==> config.mk <==
export PLATFORM = sky130hd
export DESIGN_NAME = precise_trap_pipe
export DESIGN_NICKNAME = d
export VERILOG_FILES = /design/src/rtl/ptp_pkg.sv /design/src/rtl/ptp_cause_enc.sv /design/src/rtl/ptp_stage.sv /design/src/rtl/ptp_fetch.sv /design/src/rtl/ptp_commit.sv /design/src/rtl/precise_trap_pipe.sv
export SDC_FILE = /design/constraint.sdc
export NUM_CORES = 1
export LEC_CHECK = 0
export ABC_AREA = 1
export BUFFER_PORTS_ARGS = -buffer_cell sky130_fd_sc_hd__buf_4
export CORE_UTILIZATION = 45
export CTS_CLUSTER_SIZE = 12
export DETAILED_ROUTE_END_ITERATION = 8
export GPL_ROUTABILITY_DRIVEN = 0
export PLACE_DENSITY = 0.67
export SLEW_MARGIN = 5
export SYNTH_ARGS = -nofsm -noshare
export SYNTH_HDL_FRONTEND = slang
export SYNTH_SLANG_ARGS = --single-unit
export TNS_END_PERCENT = 30
==> constraint.sdc <==
create_clock -name clk_i -period 1.5 [get_ports clk_i]
set_clock_uncertainty 0.1 [all_clocks]
set_input_delay 0.45 -clock clk_i [delete_from_list [all_inputs] [get_ports clk_i]]
set_output_delay 0.45 -clock clk_i [all_outputs]
set_load 0.05 [all_outputs]
==> src/rtl/ptp_pkg.sv <==
package ptp_pkg;
  parameter int unsigned PC_W    = 32;
  parameter int unsigned N_STAGE = 5;
  parameter int unsigned FLT_W   = 3;

  localparam int ST_IF  = 0;
  localparam int ST_ID  = 1;
  localparam int ST_EX  = 2;
  localparam int ST_MEM = 3;
  localparam int ST_WB  = 4;

  typedef enum logic [2:0] {
    C_NONE  = 3'd0,
    C_IPF   = 3'd1,
    C_IMIS  = 3'd2,
    C_IPROT = 3'd3,
    C_ILL   = 3'd4,
    C_ARITH = 3'd5,
    C_DPF   = 3'd6,
    C_DACC  = 3'd7
  } cause_e;

  typedef struct packed {
    logic            valid;
    logic [PC_W-1:0] pc;
    cause_e          cause;
  } stage_t;
endpackage

==> src/rtl/ptp_cause_enc.sv <==
module ptp_cause_enc
  import ptp_pkg::*;
#(
  parameter int STAGE = ST_IF
) (
  input  logic [FLT_W-1:0] flt_i,
  output cause_e           cause_o
);
  generate
    if (STAGE == ST_IF) begin : g_if
      assign cause_o = flt_i[0] ? C_IPF  :
                       flt_i[1] ? C_IMIS :
                       flt_i[2] ? C_IPROT : C_NONE;
    end else if (STAGE == ST_ID) begin : g_id
      assign cause_o = (|flt_i) ? C_ILL : C_NONE;
    end else if (STAGE == ST_EX) begin : g_ex
      assign cause_o = (|flt_i) ? C_ARITH : C_NONE;
    end else begin : g_mem
      // page fault outranks the access-rule faults
      assign cause_o = flt_i[0]      ? C_DPF  :
                       (|flt_i[2:1]) ? C_DACC : C_NONE;
    end
  endgenerate
endmodule

==> src/rtl/ptp_stage.sv <==
module ptp_stage
  import ptp_pkg::*;
(
  input  logic   clk_i,
  input  logic   rst_ni,
  input  stage_t in_i,
  input  cause_e new_cause_i,
  input  logic   hold_i,
  input  logic   bubble_i,
  input  logic   flush_i,
  output stage_t out_o
);
  stage_t q;
  stage_t eff;

  // first cause sticks; empty slots never pick one up
  always_comb begin
    eff = q;
    if (q.valid && q.cause == C_NONE) eff.cause = new_cause_i;
  end

  always_ff @(posedge clk_i or negedge rst_ni) begin
    if (!rst_ni)       q <= '0;
    else if (flush_i)  q <= '0;
    else if (hold_i)   q <= eff;
    else if (bubble_i) q <= '0;
    else               q <= in_i;
  end

  assign out_o = eff;
endmodule

==> src/rtl/ptp_fetch.sv <==
module ptp_fetch
  import ptp_pkg::*;
#(
  parameter logic [PC_W-1:0] RESET_PC   = 32'h0000_0100,
  parameter logic [PC_W-1:0] HANDLER_PC = 32'h0000_0080,
  parameter logic [PC_W-1:0] PC_STEP    = 32'd4
) (
  input  logic            clk_i,
  input  logic            rst_ni,
  input  logic            redirect_i,
  input  logic            adv_i,
  output logic [PC_W-1:0] pc_o
);
  always_ff @(posedge clk_i or negedge rst_ni) begin
    if (!rst_ni)         pc_o <= RESET_PC;
    else if (redirect_i) pc_o <= HANDLER_PC;
    else if (adv_i)      pc_o <= pc_o + PC_STEP;
  end
endmodule

==> src/rtl/ptp_commit.sv <==
module ptp_commit
  import ptp_pkg::*;
(
  input  logic            clk_i,
  input  logic            rst_ni,
  input  stage_t          wb_i,
  output logic            trap_o,
  output logic            retire_o,
  output logic [PC_W-1:0] retire_pc_o,
  output logic [PC_W-1:0] epc_o,
  output cause_e          ecause_o
);
  assign trap_o      = wb_i.valid && (wb_i.cause != C_NONE);
  assign retire_o    = wb_i.valid && (wb_i.cause == C_NONE);
  assign retire_pc_o = wb_i.pc;

  always_ff @(posedge clk_i or negedge rst_ni) begin
    if (!rst_ni) begin
      epc_o    <= '0;
      ecause_o <= C_NONE;
    end else if (trap_o) begin
      epc_o    <= wb_i.pc;
      ecause_o <= wb_i.cause;
    end
  end
endmodule

==> src/rtl/precise_trap_pipe.sv <==
module precise_trap_pipe
  import ptp_pkg::*;
#(
  parameter logic [PC_W-1:0] RESET_PC   = 32'h0000_0100,
  parameter logic [PC_W-1:0] HANDLER_PC = 32'h0000_0080,
  parameter logic [PC_W-1:0] PC_STEP    = 32'd4
) (
  input  logic             clk_i,
  input  logic             rst_ni,
  input  logic             fetch_valid_i,
  input  logic             id_stall_i,
  input  logic             mem_stall_i,
  input  logic [FLT_W-1:0] if_flt_i,
  input  logic             id_flt_i,
  input  logic             ex_flt_i,
  input  logic [FLT_W-1:0] mem_flt_i,
  output logic [PC_W-1:0]  fetch_pc_o,
  output logic             mem_acc_en_o,
  output logic             rf_we_o,
  output logic [PC_W-1:0]  retire_pc_o,
  output logic             trap_o,
  output logic [PC_W-1:0]  trap_pc_o,
  output logic [2:0]       trap_cause_o,
  output logic [ST_WB-1:0] flush_o
);
  localparam int N_FLT = N_STAGE - 1;

  stage_t           st_in   [N_STAGE];
  stage_t           st_out  [N_STAGE];
  cause_e           st_new  [N_STAGE];
  logic             st_hold [N_STAGE];
  logic             st_bub  [N_STAGE];
  logic [FLT_W-1:0] flt     [N_FLT];
  logic             trap;
  logic             fetch_adv;
  cause_e           ecause;

  assign flt[ST_IF]  = if_flt_i;
  assign flt[ST_ID]  = {{(FLT_W-1){1'b0}}, id_flt_i};
  assign flt[ST_EX]  = {{(FLT_W-1){1'b0}}, ex_flt_i};
  assign flt[ST_MEM] = mem_flt_i;

  assign fetch_adv = fetch_valid_i && !id_stall_i && !mem_stall_i;

  ptp_fetch #(
    .RESET_PC  (RESET_PC),
    .HANDLER_PC(HANDLER_PC),
    .PC_STEP   (PC_STEP)
  ) u_fetch (
    .clk_i     (clk_i),
    .rst_ni    (rst_ni),
    .redirect_i(trap),
    .adv_i     (fetch_adv),
    .pc_o      (fetch_pc_o)
  );

  for (genvar s = 0; s < N_STAGE; s++) begin : g_stage
    if (s == ST_IF) begin : g_src
      assign st_in[s] = '{valid: fetch_valid_i, pc: fetch_pc_o, cause: C_NONE};
    end else begin : g_chain
      assign st_in[s] = st_out[s-1];
    end

    if (s < N_FLT) begin : g_enc
      ptp_cause_enc #(.STAGE(s)) u_enc (
        .flt_i  (flt[s]),
        .cause_o(st_new[s])
      );
    end else begin : g_noenc
      assign st_new[s] = C_NONE;
    end

    // memory stall freezes fetch..memory; decode stall freezes fetch..decode
    if (s == ST_WB) begin : g_wb_ctl
      assign st_hold[s] = 1'b0;
      assign st_bub[s]  = mem_stall_i;
    end else if (s == ST_EX) begin : g_ex_ctl
      assign st_hold[s] = mem_stall_i;
      assign st_bub[s]  = id_stall_i && !mem_stall_i;
    end else if (s < ST_EX) begin : g_up_ctl
      assign st_hold[s] = mem_stall_i || id_stall_i;
      assign st_bub[s]  = 1'b0;
    end else begin : g_mem_ctl
      assign st_hold[s] = mem_stall_i;
      assign st_bub[s]  = 1'b0;
    end

    ptp_stage u_stage (
      .clk_i      (clk_i),
      .rst_ni     (rst_ni),
      .in_i       (st_in[s]),
      .new_cause_i(st_new[s]),
      .hold_i     (st_hold[s]),
      .bubble_i   (st_bub[s]),
      .flush_i    (trap),
      .out_o      (st_out[s])
    );
  end

  ptp_commit u_commit (
    .clk_i      (clk_i),
    .rst_ni     (rst_ni),
    .wb_i       (st_out[ST_WB]),
    .trap_o     (trap),
    .retire_o   (rf_we_o),
    .retire_pc_o(retire_pc_o),
    .epc_o      (trap_pc_o),
    .ecause_o   (ecause)
  );

  assign mem_acc_en_o = st_out[ST_MEM].valid && (st_out[ST_MEM].cause == C_NONE) && !trap;
  assign trap_o       = trap;
  assign trap_cause_o = ecause;
  assign flush_o      = {ST_WB{trap}};
endmodule

---- Word-level counts from Yosys, hierarchy flattened ----
Index checks and enable logic that the tools add are counted.
W data, S select, Z words.
storage, ports and cells
  bits in registers ....................... 247
  input port bits ......................... 13
  output and inout bits ................... 106
  logic and storage cells ................. 72
cells by class
  add/sub/neg operators ................... 1
  eq/ne operators ......................... 2
  mux-type cells .......................... 25
  reduce and logical (&&, ||, !) cells .... 26
operators with widths
  cell                     count
  $mux W36                 11
  $mux W32                 2
  $mux W3                  11
  $add A32 B3 Y32 const B  1
  $logic_not A3 Y1         7
  $logic_and A1 B1 Y1      12
  $logic_not A1 Y1         3
  $reduce_bool A3 Y1       1
  $mux W2                  1
  $ne A2 B1 Y1 const B     1
  $ne A2 B2 Y1 const B     1
  $reduce_bool A2 Y1       1
  $reduce_or A2 Y1         1
  $logic_or A1 B1 Y1       1

---- Longest topological paths before layout ----
  depth in word-level cells ............... 7
  depth in mapped cells ................... 9
  depth with buffers taken out ............ 9

---- Hierarchy ----
From an unflattened synthesis, not the netlist that was laid out.
second synthesis, totals
  cells, all modules ...................... 1496
  area total of the unflattened synthesis .. 12305.6 µm²
by module, submodules not included
  module                                      instances  cells each  area an instance (µm²)  sequential area each (µm²)
  ptp_stage                                   5          199         1710.4                  900.9
  ptp_fetch                                   1          271         1881.8                  752.0
  ptp_commit                                  1          189         1675.4                  875.8
  precise_trap_pipe                           1          16          77.6                    0.0
  ptp_cause_enc (g_stage[1].g_enc.u_enc ...)  2          6           30.0                    0.0
  ptp_cause_enc (g_stage[0].g_enc.u_enc)      1          8           33.8                    0.0
  ptp_cause_enc (g_stage[3].g_enc.u_enc)      1          5           25.0                    0.0

---- Worst setup path before layout ----
No wires, ideal clock.
  path type ............................... register -> output
  start ................................... register g_stage[4].u_stage.q[2] in the netlist's numbering
  end ..................................... output mem_acc_en_o
  arrival ................................. 1.634 ns
  data required time ...................... 0.950 ns
  setup slack ............................. -0.684 ns
  cell stages (with the launch flop) ...... 7
  buffers on the path ..................... 1
  path through ............................ dfrtp_1 inv_1 nand3_2 nand2_2 inv_2 buf_2 nor2_1
between the ends
  cells in the longest elaborated chain, start to end .. 7
ends and longest elaborated chain
  what                      RTL line                  source
  start: declaration        ptp_stage.sv:13           stage_t q;
  start signal: assignment  ptp_stage.sv:27           else q <= in_i;
  $logic_not A3 Y1          ptp_stage.sv:19           if (q.valid && q.cause == C_NONE) eff.cause = new_cause_i;
  $logic_and A1 B1 Y1       ptp_stage.sv:19
  $mux W3 *                 ptp_stage.sv:19
  $reduce_bool A3 Y1 *      ptp_commit.sv:13          assign trap_o = wb_i.valid && (wb_i.cause != C_NONE);
  $logic_and A1 B1 Y1 *     ptp_commit.sv:13
  net trap_o                precise_trap_pipe.sv:21   output logic trap_o,
  $logic_not A1 Y1 *        precise_trap_pipe.sv:111  assign mem_acc_en_o = st_out[ST_MEM].valid && (st_out[ST_MEM].cause == C_NONE) && !trap;
  $logic_and A1 B1 Y1 *     precise_trap_pipe.sv:111
  end: declaration          precise_trap_pipe.sv:18   output logic mem_acc_en_o,
Mark *: on every way through the listed nets, which the timed path passes. The rest lies on a longest branch.

---- Final worst setup path ----
  start ................................... register g_stage[4].u_stage.q[0] in the netlist's numbering
  end ..................................... output flush_o[1]
between the ends
  cells in the longest elaborated chain, start to end .. 5
ends and longest elaborated chain
  what                   RTL line                 source
  $logic_not A3 Y1       ptp_stage.sv:19
  $logic_and A1 B1 Y1    ptp_stage.sv:19
  $mux W3 *              ptp_stage.sv:19
  $reduce_bool A3 Y1 *   ptp_commit.sv:13
  $logic_and A1 B1 Y1 *  ptp_commit.sv:13
  end: declaration       precise_trap_pipe.sv:24  output logic [ST_WB-1:0] flush_o
Every way passes the cells marked *; elsewhere a longest branch is shown, timed or not.

==> results.cfg <==
[status]
status = finished, violations left
failed_checks = setup timing

[cells_and_area]
drive_gt1_share_pct = 45.5
final_common_cell = dfrtp_1
layout.nets = 1221
fin_cells = 1494
mostFrequentLayoutCells = dfrtp_1 (211), inv_1 (169), nand2_1 (150)
n_antenna_cell = 0
area_growth_syn_to_layout_pct = 52.4

[clock_tree]
htreeDepth = 1
cts_sinks = 239
numCtsBuffers = 25
clk_pin_slew_ns = 0.05
insertion_delay_ns = 0.51
cts-root-buf = clkbuf_16
clockBufferDepth = 3
cts_tree = built

[yosys]
synth_cells = 992
yosysWarnings = 0
syn_area_um2 = 9830
synth_cell_types = 34
yosysSeqAreaShare_pct = 60.8
syn_avg_cell_area_um2 = 9.91
synth_seq_cells = 239

[setup_path]
worst_setup_path_end_kind = output port
cp.required_ns = 0.95
critPathKind = flop to output port
crit_fanout = 5
crit_path_max_incr_delay_ns = 0.37
path_cells = inv_2 > nand3_4 > nand2_4 > inv_6 > buf_12 > buf_12
cp.arrival_ns = 1.49
crit_slowest_cell = dfrtp_1
cp_common_cell = buf_12
critPathLaunchType = flop

[run]
cap_violations = 0

[power_and_ir_drop]
p_int_mw = 11.9
irDropWorstVdd_mv = 0.760
power_mw = 16.7
switching_share_pct = 28.7
pwr-share-clk_pct = 34.8
powerDensity_nw_per_um2 = 1110
p_switching_mw = 4.79
comb_power_share_pct = 22.8
leakage_nw = 6.90
pwr-share-seq_pct = 42.4

[route]
routed_wl_um = 28000
wire_per_inst_um = 18.8
drtIter0Drc = 478
drc = 0
vias = 7716
first_pass_iters = 4
routed_via_density = 5.16
ant_nets = 0

[placement]
place_ws_ns = -0.353
hpwl_um = 13800
io_buffers = 116
dp_cells = 1364

[timing]
drv_slew = 0
setup_viol = 301
rsz0062_at_grt = true
setup_ws_ns = -0.541
hold_violations = 0
period_needed_ns = 2.04
max_clock_freq_mhz = 490
fin_crit_sh_pct = 136
whs_ns = 0.231

[floorplanning]
die_height_um = 150
rows = 53
design.portCount = 119
dieArea_um2 = 22400
coreArea_um2 = 21200
start_util_pct = 46.3
die_x_um = 150

[global_routing]
grt_pass1_vias = 7555
grt_pass1_wl_um = 40100
grt_antenna_before_repair = 0
track_usage_pct = 22.8
grt_max_degree = 46
grt_overflow = 0

[worst_hold_path]
hold_class = primary input to flop
==> worst max-delay path, delay by kind of cell, from the launching register on <==
kind	cells	cell delay [ns]
buffers and inverters	4	0.42
DFF	1	0.37
and+or+nand+nor	2	0.18
==> per-stage QoR <==
stage	TNS, ns	util (%)	area [um^2]
after detailed placement	-30.73	52.9	11200
after CTS	-74.50	66.6	14100
after floorplan	-2.44	-	9980
after global placement	-26.43	52.9	11200
after global routing	-64.53	70.6	15000
final	-48.49	70.6	15000
==> registers in the layout (all words and copies together), names as in the netlist <==
| register | count |
|---|---|
| u_commit.epc_o | 31 |
| g_stage.u_stage.q | 15 |
| u_fetch.pc_o | 30 |
| g_stage.u_stage.out_o | 160 |
| u_commit.ecause_o | 3 |
==> power by group through the flow <==
| stage | sequential [mW] | combinational (mW) | clock (mW) |
|---|---|---|---|
| 2_1_floorplan | 7.59 | 1.03 | 0 |
| 3_3_place_gp | 7.19 | 2.23 | 0 |
| 3_5_place_dp | 7.21 | 2.25 | 0 |
| 4_1_cts | 7.06 | 3.29 | 5.82 |
| 5_1_grt | 7.12 | 4.01 | 6.14 |
| 6_report | 7.08 | 3.81 | 5.80 |
==> worst paths after layout <==
kind / start / end / slack [ns] / cells after the start
worst min-delay path: mem_flt_i[0] / g_stage[4].u_stage.q[0] / 0.23 / 4
max in group asynchronous: rst_ni / u_fetch.pc_o[8] / 0.39 / 3
min in group asynchronous: rst_ni / u_commit.ecause_o[0] / 0.33 / 2
worst min register to register: g_stage[4].u_stage.out_o[33] / u_commit.epc_o[30] / 0.40 / 2
worst max register to register: g_stage[3].u_stage.q[2] / g_stage[3].u_stage.q[0] / -0.40 / 13
worst max-delay path: g_stage[4].u_stage.q[0] / flush_o[1] / -0.54 / 6
==> cells in the mapped netlist <==
library cell,n,area [um^2]
conb_1,1,3.75
clkbuf_1,4,15.0
o21ai_1,3,15.0
inv_1,174,653
nor2_2,6,37.5
or2_2,1,6.26
o22ai_1,92,576
nand3_1,23,115
a41oi_1,1,8.76
buf_6,4,45.0
nor3_1,5,25.0
a31oi_1,3,18.8
nand4_1,3,18.8
o22ai_2,30,375
nand3_2,4,40.0
inv_2,3,11.3
a21oi_1,22,110
and3b_1,1,8.76
dfrtp_1,238,5960
o21bai_1,1,7.51
buf_2,31,155
nand2_4,2,22.5
nand3_4,1,17.5
nor2_4,7,78.8
buf_1,1,3.75
nor2_8,2,40.0
nor3b_1,1,7.51
ha_1,1,12.5
dfstp_2,1,26.3
o21ai_0,31,155
nor2_1,83,312
nand2_1,168,631
nand2_2,4,25.0
buf_4,40,300
==> final cells by class <==
type | instances | area (um^2)
fill | 1408 | 6230
sequential | 239 | 6020
multi-input combinational | 497 | 3770
timing repair buffer | 267 | 3440
clock buffer | 36 | 737
inverter | 177 | 674
tap | 275 | 344
clock inverter | 3 | 15.0
==> metal layers <==
metal  track usage, %  up-vias  wire (um)
met2             39.1      260      14100
met5                0        -          0
met4             3.99        0        697
met1             31.0     3838      11700
met3             3.20       52       1590
li1                 -     3566          -
==> timing repair <==
| action | in CTS | in global routing |
|---|---|---|
| setup endpoints to repair | 316 | 343 |
| hold endpoints to repair | 34 | 0 |
| buffers inserted | 63 | 15 |
| pin swaps | 9 | 19 |
| cloned | 16 | 11 |
| gates resized for setup | 281 | 178 |
| hold buffers | 1 | 0 |
==> kinds of logic after synthesis <==
logic type	count (synthesis)	share of synthesized area, %
adder cells (fa/ha/maj)	1	0.127
flip-flops	239	60.8
AO/OA/AOI/OAI	183	12.9
buffers and inverters	257	12.0
other	1	0.0381
AND/OR/NAND/NOR	311	14.1
No activity file was read; power rests on OpenSTA's default activity.
